File: src/rtl/wdog_pkg.sv
package wdog_pkg;
  // State of the restart-key sequencer.
  typedef enum logic {
    KEY_IDLE  = 1'b0,
    KEY_FIRST = 1'b1
  } key_state_e;
endpackage

File: src/rtl/wdog_regs.sv
module wdog_regs #(
  parameter int DATA_W = 8,
  parameter int ADDR_W = 2,
  parameter int SEL_W = 3,
  parameter logic [ADDR_W-1:0] SEL_ADDR = '0
) (
  input  logic              clk,
  input  logic              rst,
  input  logic              wr_en,
  input  logic [ADDR_W-1:0] wr_addr,
  input  logic [DATA_W-1:0] wr_data,
  input  logic              rd_en,
  input  logic [ADDR_W-1:0] rd_addr,
  output logic [DATA_W-1:0] rd_data,
  output logic [SEL_W-1:0]  sel_o
);
  localparam int PAD_W = DATA_W - SEL_W;

  logic [SEL_W-1:0]  sel_q;
  logic [DATA_W-1:0] rd_q;
  logic              sel_wr;
  logic              unused_hi;

  assign sel_wr    = wr_en && (wr_addr == SEL_ADDR);
  assign unused_hi = ^wr_data[DATA_W-1:SEL_W];

  always_ff @(posedge clk) begin
    if (rst) begin
      sel_q <= '0;
    end else if (sel_wr) begin
      sel_q <= wr_data[SEL_W-1:0];
    end
  end

  always_ff @(posedge clk) begin
    if (rst) begin
      rd_q <= '0;
    end else if (rd_en && (rd_addr == SEL_ADDR)) begin
      rd_q <= {{PAD_W{1'b0}}, sel_q};
    end else begin
      rd_q <= '0;
    end
  end

  assign rd_data = rd_q;
  assign sel_o   = sel_q;

  // a write to the select address lands in the code field
  p_sel_write_r1: assert property (@(posedge clk) disable iff (rst)
    sel_wr |=> (sel_q == $past(wr_data[SEL_W-1:0])));
  // without a write the code holds
  p_sel_hold_r1: assert property (@(posedge clk) disable iff (rst)
    !sel_wr |=> $stable(sel_q));
endmodule

File: src/rtl/wdog_key_seq.sv
module wdog_key_seq #(
  parameter int DATA_W = 8,
  parameter int ADDR_W = 2,
  parameter logic [ADDR_W-1:0] KEY_ADDR = 1,
  parameter logic [DATA_W-1:0] KEY_A = 8'h1E,
  parameter logic [DATA_W-1:0] KEY_B = 8'hE1
) (
  input  logic              clk,
  input  logic              rst,
  input  logic              wr_en,
  input  logic [ADDR_W-1:0] wr_addr,
  input  logic [DATA_W-1:0] wr_data,
  output logic              service_o
);
  import wdog_pkg::*;

  key_state_e st_q;
  logic       key_wr;

  assign key_wr    = wr_en && (wr_addr == KEY_ADDR);
  assign service_o = key_wr && (st_q == KEY_FIRST) && (wr_data == KEY_B);

  always_ff @(posedge clk) begin
    if (rst) begin
      st_q <= KEY_IDLE;
    end else if (key_wr) begin
      st_q <= (wr_data == KEY_A) ? KEY_FIRST : KEY_IDLE;
    end
  end

  // a write to another address leaves the key progress alone
  p_key_other_addr_r3: assert property (@(posedge clk) disable iff (rst)
    !key_wr |=> $stable(st_q));
  // a completed key always returns the sequencer to its start state
  p_key_restart_r3: assert property (@(posedge clk) disable iff (rst)
    service_o |=> (st_q == KEY_IDLE));
endmodule

File: src/rtl/wdog_gate.sv
module wdog_gate (
  input  logic clk,
  input  logic rst,
  input  logic pd_mode,
  input  logic idle_mode,
  input  logic wake_irq,
  input  logic irq_n,
  output logic stall_o
);
  logic hold_q;
  logic unused_idle;

  // Idle does not stop the clock source, so it takes no part in gating.
  assign unused_idle = idle_mode;

  always_ff @(posedge clk) begin
    if (rst) begin
      hold_q <= 1'b0;
    end else begin
      hold_q <= (hold_q || wake_irq) && !irq_n;
    end
  end

  assign stall_o = pd_mode || wake_irq || hold_q;

  // once armed by a wake, the hold persists while the pin stays low
  p_hold_keep_r8: assert property (@(posedge clk) disable iff (rst)
    (wake_irq && !irq_n) |=> stall_o || hold_q);
  // a high pin releases the hold by the next edge
  p_hold_release_r8: assert property (@(posedge clk) disable iff (rst)
    (irq_n && !wake_irq) |=> !hold_q);
  // idle alone never stalls the counter
  p_idle_runs_r7: assert property (@(posedge clk) disable iff (rst)
    (idle_mode && !pd_mode && !wake_irq && !hold_q) |-> !stall_o);
endmodule

File: src/rtl/wdog_counter.sv
module wdog_counter #(
  parameter int SEL_W = 3,
  parameter int BASE_EXP = 14
) (
  input  logic             clk,
  input  logic             rst,
  input  logic             mc_en,
  input  logic             stall,
  input  logic             service,
  input  logic [SEL_W-1:0] sel,
  output logic             bark_o
);
  localparam int NSEL  = 1 << SEL_W;
  localparam int CNT_W = BASE_EXP + NSEL - 1;

  logic [CNT_W-1:0] tc_tab [NSEL];
  logic [CNT_W-1:0] cnt_q;
  logic [SEL_W-1:0] act_sel_q;
  logic             armed_q;
  logic             bark_q;
  logic             tick;
  logic             at_tc;

  // Terminal count per code: the (2^(BASE_EXP+g) - 1)-th tick fires.
  for (genvar g = 0; g < NSEL; g++) begin : g_tc
    assign tc_tab[g] = (CNT_W'(1) << (BASE_EXP + g)) - CNT_W'(2);
  end

  assign tick  = mc_en && armed_q && !stall;
  assign at_tc = (cnt_q == tc_tab[act_sel_q]);

  always_ff @(posedge clk) begin
    if (rst) begin
      cnt_q     <= '0;
      act_sel_q <= '0;
      armed_q   <= 1'b0;
      bark_q    <= 1'b0;
    end else begin
      bark_q <= 1'b0;
      if (service) begin
        cnt_q     <= '0;
        act_sel_q <= sel;
        armed_q   <= 1'b1;
      end else if (tick) begin
        if (at_tc) begin
          cnt_q   <= '0;
          armed_q <= 1'b0;
          bark_q  <= 1'b1;
        end else begin
          cnt_q <= cnt_q + CNT_W'(1);
        end
      end
    end
  end

  assign bark_o = bark_q;

  // a service leaves the counter cleared and armed
  p_svc_clear_r3: assert property (@(posedge clk) disable iff (rst)
    service |=> (cnt_q == '0) && armed_q);
  // a stalled cycle neither advances nor fires
  p_freeze_r6: assert property (@(posedge clk) disable iff (rst)
    (stall && !service) |=> $stable(cnt_q) && !bark_q);
  // cycles without the enable do not count
  p_no_tick_r10: assert property (@(posedge clk) disable iff (rst)
    (!mc_en && !service) |=> $stable(cnt_q) && !bark_q);
  // the request lasts one clock
  p_one_cycle_r5: assert property (@(posedge clk) disable iff (rst)
    bark_q |=> !bark_q);
  // firing disarms
  p_disarm_r5: assert property (@(posedge clk) disable iff (rst)
    bark_q |-> !armed_q);
  // only an armed watchdog fires
  p_armed_only_r2: assert property (@(posedge clk) disable iff (rst)
    $rose(bark_q) |-> $past(armed_q));
  // the active code changes only on a service
  p_sel_latched_r9: assert property (@(posedge clk) disable iff (rst)
    !service |=> $stable(act_sel_q));
endmodule

File: src/rtl/wdog_pm.sv
module wdog_pm #(
  parameter int DATA_W = 8,
  parameter int ADDR_W = 2,
  parameter int SEL_W = 3,
  parameter int BASE_EXP = 14
) (
  input  logic              clk,
  input  logic              rst,
  input  logic              mc_en,
  input  logic              wr_en,
  input  logic [ADDR_W-1:0] wr_addr,
  input  logic [DATA_W-1:0] wr_data,
  input  logic              rd_en,
  input  logic [ADDR_W-1:0] rd_addr,
  output logic [DATA_W-1:0] rd_data,
  input  logic              pd_mode,
  input  logic              idle_mode,
  input  logic              wake_irq,
  input  logic              irq_n,
  output logic              wdt_rst
);
  localparam logic [ADDR_W-1:0] SEL_ADDR = ADDR_W'(0);
  localparam logic [ADDR_W-1:0] KEY_ADDR = ADDR_W'(1);

  logic [SEL_W-1:0] sel;
  logic             service;
  logic             stall;

  wdog_regs #(
    .DATA_W(DATA_W), .ADDR_W(ADDR_W), .SEL_W(SEL_W), .SEL_ADDR(SEL_ADDR)
  ) u_regs (
    .clk(clk), .rst(rst), .wr_en(wr_en), .wr_addr(wr_addr), .wr_data(wr_data),
    .rd_en(rd_en), .rd_addr(rd_addr), .rd_data(rd_data), .sel_o(sel)
  );

  wdog_key_seq #(
    .DATA_W(DATA_W), .ADDR_W(ADDR_W), .KEY_ADDR(KEY_ADDR),
    .KEY_A(DATA_W'(8'h1E)), .KEY_B(DATA_W'(8'hE1))
  ) u_key (
    .clk(clk), .rst(rst), .wr_en(wr_en), .wr_addr(wr_addr), .wr_data(wr_data),
    .service_o(service)
  );

  wdog_gate u_gate (
    .clk(clk), .rst(rst), .pd_mode(pd_mode), .idle_mode(idle_mode),
    .wake_irq(wake_irq), .irq_n(irq_n), .stall_o(stall)
  );

  wdog_counter #(
    .SEL_W(SEL_W), .BASE_EXP(BASE_EXP)
  ) u_cnt (
    .clk(clk), .rst(rst), .mc_en(mc_en), .stall(stall), .service(service),
    .sel(sel), .bark_o(wdt_rst)
  );

  // reset leaves no request behind
  p_reset_quiet_r11: assert property (@(posedge clk)
    $past(rst) |-> !wdt_rst);
endmodule

File: config.mk
export PLATFORM = sky130hd
export DESIGN_NAME = wdog_pm
export DESIGN_NICKNAME = d
export VERILOG_FILES = /design/src/rtl/wdog_pkg.sv /design/src/rtl/wdog_regs.sv /design/src/rtl/wdog_key_seq.sv /design/src/rtl/wdog_gate.sv /design/src/rtl/wdog_counter.sv /design/src/rtl/wdog_pm.sv
export SDC_FILE = /design/constraint.sdc
export NUM_CORES = 1
export LEC_CHECK = 0
export BUFFER_PORTS_ARGS = -buffer_cell sky130_fd_sc_hd__buf_2
export CORE_MARGIN = 3
export CORE_UTILIZATION = 45
export CTS_CLUSTER_SIZE = 20
export DETAILED_ROUTE_END_ITERATION = 12
export GPL_ROUTABILITY_DRIVEN = 0
export GPL_TIMING_DRIVEN = 1
export PLACE_DENSITY = 0.66
export SLEW_MARGIN = 20
export SYNTH_ARGS = -nofsm -noshare
export SYNTH_HDL_FRONTEND = slang
export SYNTH_SLANG_ARGS = --single-unit
File: constraint.sdc
create_clock -name clk -period 2.2 [get_ports clk]
set_input_delay 0.11 -clock clk [delete_from_list [all_inputs] [get_ports clk]]
set_output_delay 0.11 -clock clk [all_outputs]
set_load 0.01 [all_outputs]
* Word-level counts from Yosys, hierarchy flattened *
Memories as Yosys holds them, arrays and structs flattened.
Index checks and enable logic that the tools add are counted.

storage, ports and cells
  register bits = 39
  memory bits (read-only) = 168
  input bits = 21
  output and inout port bits = 9
  word-level logic and storage cells = 48
  memories kept = 1

memories
  name              words  width  rd ports  clocked after Yosys merged registers in  write ports  RTL line            text
  (name not given)  8      21     1         0                                        0            wdog_counter.sv:30  assign at_tc = (cnt_q == tc_tab[act_sel_q]);

cells by class
  add/subtract/negate cells = 1
  order comparisons = 1
  eq/ne operators = 4
  muxes and demuxes = 8
  bitwise logic cells = 3
  reduce and logical (&&, ||, !) cells = 21

operators with widths
  cell                                                       count
  two-way mux 21 bit                                         3
  adder 21 x 1 -> 21 bit (second input constant)             1
  == test 21 bit                                             1
  == test 8 x 5 -> 1 bit (second input constant)             1
  == test 8 bit (second input constant)                      1
  logical AND 1 bit                                          8
  two-way mux 1 bit                                          5
  greater-or-equal comparator 4 bit (second input constant)  1
  zero test 2 bit                                            2
  inverter 3 -> 4 bit                                        1
  nonzero test 2 bit                                         2
  OR reduction 2 bit                                         2
  logical OR 1 bit                                           3
  OR reduction 3 bit                                         1
  == test 2 x 1 -> 1 bit (second input constant)             1
  zero test 1 bit                                            2
  inverter 1 bit                                             2
  AND reduction 2 bit                                        1

* Depth between registers and ports, before layout *
  depth in word-level cells = 8
  mapped depth = 7

* Cells and area by module *
Synthesis repeated with hierarchy kept, for this count alone.

unflattened totals
  cell total of the unflattened synthesis = 227
  area, all modules = 1980.6 um^2

by module, submodules not included
  module        times used  cells each  area each (um^2)  seq. area each (um^2)
  wdog_counter  1           186         1554.0            520.5
  wdog_regs     1           26          281.5             120.1
  wdog_key_seq  1           11          110.1             20.0
  wdog_gate     1           4           35.0              20.0

* Worst setup path after synthesis *
OpenSTA, ideal clock, no wires.

  path type = register -> register
  start = register u_cnt.act_sel_q[2]
  end = register u_cnt.cnt_q[10]
  arrival time = 1.722 ns
  data required time = 2.068 ns
  setup slack = 0.346 ns
  cell stages (with the launch flop) = 7
  buffers on the path = 2
  period minus slack after synthesis = 1.854 ns
  path through = dfxtp_1 buf_2 or2_1 a221o_1 nor4_4 buf_6 nor3_1

on the way
  word-level cells in the longest chain between the ends = 6

ends and longest elaborated chain
  element                                                RTL line            text
  start: declaration                                     wdog_counter.sv:18  logic [SEL_W-1:0] act_sel_q;
  start signal: assignment                               wdog_counter.sv:42  act_sel_q <= sel;
  inverter 3 -> 4 bit (not written as such)              wdog_counter.sv:30
  memory read (8 x 21 bit)                               --
  two-way mux 21 bit (not written as such) (2 in a row)  wdog_counter.sv:30
  == test 21 bit                                         wdog_counter.sv:30
  two-way mux 21 bit                                     wdog_counter.sv:45  if (at_tc) begin
  end signal: assignment                                 wdog_counter.sv:50  cnt_q <= cnt_q + CNT_W'(1);
  end: declaration                                       wdog_counter.sv:17  logic [CNT_W-1:0] cnt_q;

Every way passes these cells. The select of a mux whose other input is x is not followed.
A chain may end at the register's enable or synchronous reset.

* Worst setup path in the final report *
  start = register u_cnt.cnt_q[9]
  end = register u_cnt.bark_q, in the netlist u_cnt.bark_o

on the way
  word-level cells in the longest chain between the ends = 2

ends and longest elaborated chain
  element                 RTL line            text
  == test 21 bit          wdog_counter.sv:30
  two-way mux 1 bit       wdog_counter.sv:45
  end signal: assignment  wdog_counter.sv:37  bark_q <= 1'b0;
  end signal: assignment  wdog_counter.sv:39  bark_q <= 1'b0;
  end signal: assignment  wdog_counter.sv:48  bark_q <= 1'b1;
  end: declaration        wdog_counter.sv:20  logic bark_q;

Every way passes these cells.

==> flow_summary.yaml <==
run_status:
  outcome: "finished, final reports clean"
drt:
  route.detailed.drc: 0
  postRouteWirelength_um: 3650
  drt_pass1_iterations: 4
  drtAntennaViolNets: 0
  wl_per_cell_um: 12.9
  initialDrtViolationCount: 71
  vias: 1542
  post_drt_via_cell_ratio: 5.45
sta:
  fin_crit_sh_pct: 87.8
  relSlewSlack_pct: 59.4
  drv_slew: 0
  fmax_mhz: 517
  finalSetupViolCount: 0
  clock_skew_ns: 0.00479
  final_hold_viol_count: 0
  worst_pin_slew_ns: 0.608
  final.min_clock_period_ns: 1.93
  rsz0062_at_grt: "false"
  finalSetupTns_ns: 0
critical_path:
  cp-end-kind: "flop"
  crit_end: "u_cnt.bark_o"
  r2r_slack_ns: 0.27
  r2r_cells: 6
  reg2reg_to: "u_cnt.bark_o"
  r2r_start: "u_cnt.cnt_q[9]"
  crit_start: "u_cnt.cnt_q[9]"
  start_kind: "flop"
  worst-setup-path-type: "flop to flop"
  critPathMaxFanout: 17
  crit_required_ns: 2.42
  worstPathArrival_ns: 2.15
synthesis:
  syn_area_per_cell_sq_um: 8.54
  yosysUniqueCellTypes: 46
  yosysWarnings: 0
  synth-seq-area-share_pct: 38.1
  synth_area_sq_um: 1790
  synthesis.instances: 209
  yosys.area.top_type_share_pct: 38.1
  ys.flop_type: "dfxtp_1"
  yosys.area.top_type: "dfxtp_1"
  ys_seq_elements: 34
  async_reset_ff_share_pct: 0
  yosys-top-cells-area: "dfxtp_1, xnor2_1, nor3_1"
  synth_edf_count: 0
floorplan:
  die_w_um: 69.0
  fp-row-count: 22
  core_sq_um: 3740
  ioPinCount: 30
  start_util_pct: 47.7
  die_h_um: 69.0
  die_area_sq_um: 4760
job:
  max_cap_viol_count: 0
finish:
  fillCellCount: 359
  drive_gt1_share_pct: 17.0
  multi_input_area_sq_um: 1010
  antenna_cells: 0
  final_cell_mix: "dfxtp_1, nor3_1, buf_2"
  regArea_sq_um: 681
  final_common_cell: "dfxtp_1"
  area_growth_pct: 14.3
  nets: 259
  fin_util_pct: 54.5
cts:
  htree_levels: 2
  cts-resized-gates: 0
  numCtsBuffers: 5
  clk_latency_ns: 0.27
  clk_path_buf_depth: 2
  tritoncts: "built"
  clock-sinks: 34
  clkTransAtPathRegs_ns: 0.06
  root_buffer: "clkbuf_8"
global_route:
  grt_pass1_wl_um: 6150
  gr-usage-met3_pct: 3.89
  grt_util_met1_pct: 24.1
  use_met2_pct: 25.8
  overflow: 0
  antenna_found_initial: 0
  grt_use_total_pct: 17.0
  grt_max_degree: 18
  grt_pass1_vias: 1340
  top_usage_layer: "met2"
power:
  ir_worst_vdd_uv: 389
  power_density_nw_per_um2: 553
  leakage_nw: 0.716
place:
  dpl.hpwl_um: 2640
  portBuffers: 23
min_path:
  hp-class: "input pin to flop"
==> layer usage <==
layer	vias up	wire length, um
li1	799	-
met1	721	1800
met2	18	1720
met3	4	96
met4	0	31
met5	-	0
==> worst max-delay path, cell delays in order (launching register included) <==
cell	delay (ns)
dfxtp_1	0.40
and4_1	0.28
nand4_1	0.12
a221o_1	0.40
nor4_4	0.27
buf_4	0.25
and2_1	0.14
==> report_power, final <==
group          internal (mW)  switching (mW)
Sequential             0.622         0.00600
Clock                  0.241           0.199
Combinational         0.0287          0.0323
==> metrics by stage <==
step	cell area (sq um)	power (mW)	instances	setup slack (ns)	hold slack (ns)
4_1_cts	2040	1.14	283	0.278	0.0989
3_5_place_dp	1950	0.701	276	0.302	0.273
6_report	2040	1.13	283	0.267	0.104
3_3_place_gp	1950	0.700	276	0.316	0.271
2_1_floorplan	1800	0.676	213	0.346	0.187
5_1_grt	2040	1.18	283	0.130	0.104
==> area by class of cell <==
cell class | count | area share, %
clock buffer | 6 | 4.05
inverter | 8 | 1.47
timing repair buffer | 31 | 8.71
tap | 48 | 2.94
sequential | 34 | 33.4
multi-input combinational | 156 | 49.5
==> registers in the layout, summed over array words and instances (netlist names) <==
| register | cells |
|---|---|
| u_regs.rd_data | 3 |
| u_key.st_q | 1 |
| u_cnt.cnt_q | 21 |
| u_cnt.act_sel_q | 3 |
| u_cnt.bark_o | 1 |
| u_regs.sel_o | 3 |
| u_gate.hold_q | 1 |
| u_cnt.armed_q | 1 |
==> timing repair <==
action	CTS	global route
hold buffers	1	0
setup buffers	0	0
setup endpoints to repair	0	0
hold endpoints to repair	1	0
==> synth_stat cells (3+ instances only) <==
library cell and n:
a31oi_1 3, nand2b_1 3, nand4b_1 3, and4_1 3, buf_2 4, clkbuf_1 4
nor2_1 17, nand2_1 12, buf_4 5, and2_1 6, inv_1 8, nand3_1 9
dfxtp_1 34, a21oi_1 4, nor3_1 24, nor4_1 9, nand4_1 5, mux2i_1 7
xnor2_1 15
==> worst min path at each step <==
stage                          start              end  slack, ns  cells after the start
after floorplan                irq_n    u_gate.hold_q       0.19                      1
after global placement         irq_n    u_gate.hold_q       0.27                      2
after detailed placement       irq_n    u_gate.hold_q       0.27                      2
after CTS                 wr_data[2]  u_regs.sel_o[2]        0.1                      3
after global routing      wr_data[0]  u_regs.sel_o[0]       0.10                      3
final                     wr_data[0]  u_regs.sel_o[0]       0.10                      3
==> cell families after synthesis <==
| kind of cell | Yosys count | share of synthesized area, % |
|---|---|---|
| AOI/OAI and AO/OA | 22 | 9.11 |
| and+or+nand+nor | 105 | 33.3 |
| adders and majority gates | 2 | 1.40 |
| muxes | 7 | 3.92 |
| buffers and inverters | 23 | 6.59 |
| xor gates and xnor gates | 15 | 7.36 |
| DFF | 34 | 38.1 |
| other | 1 | 0.210 |
No activity file was read; power rests on OpenSTA's default activity.
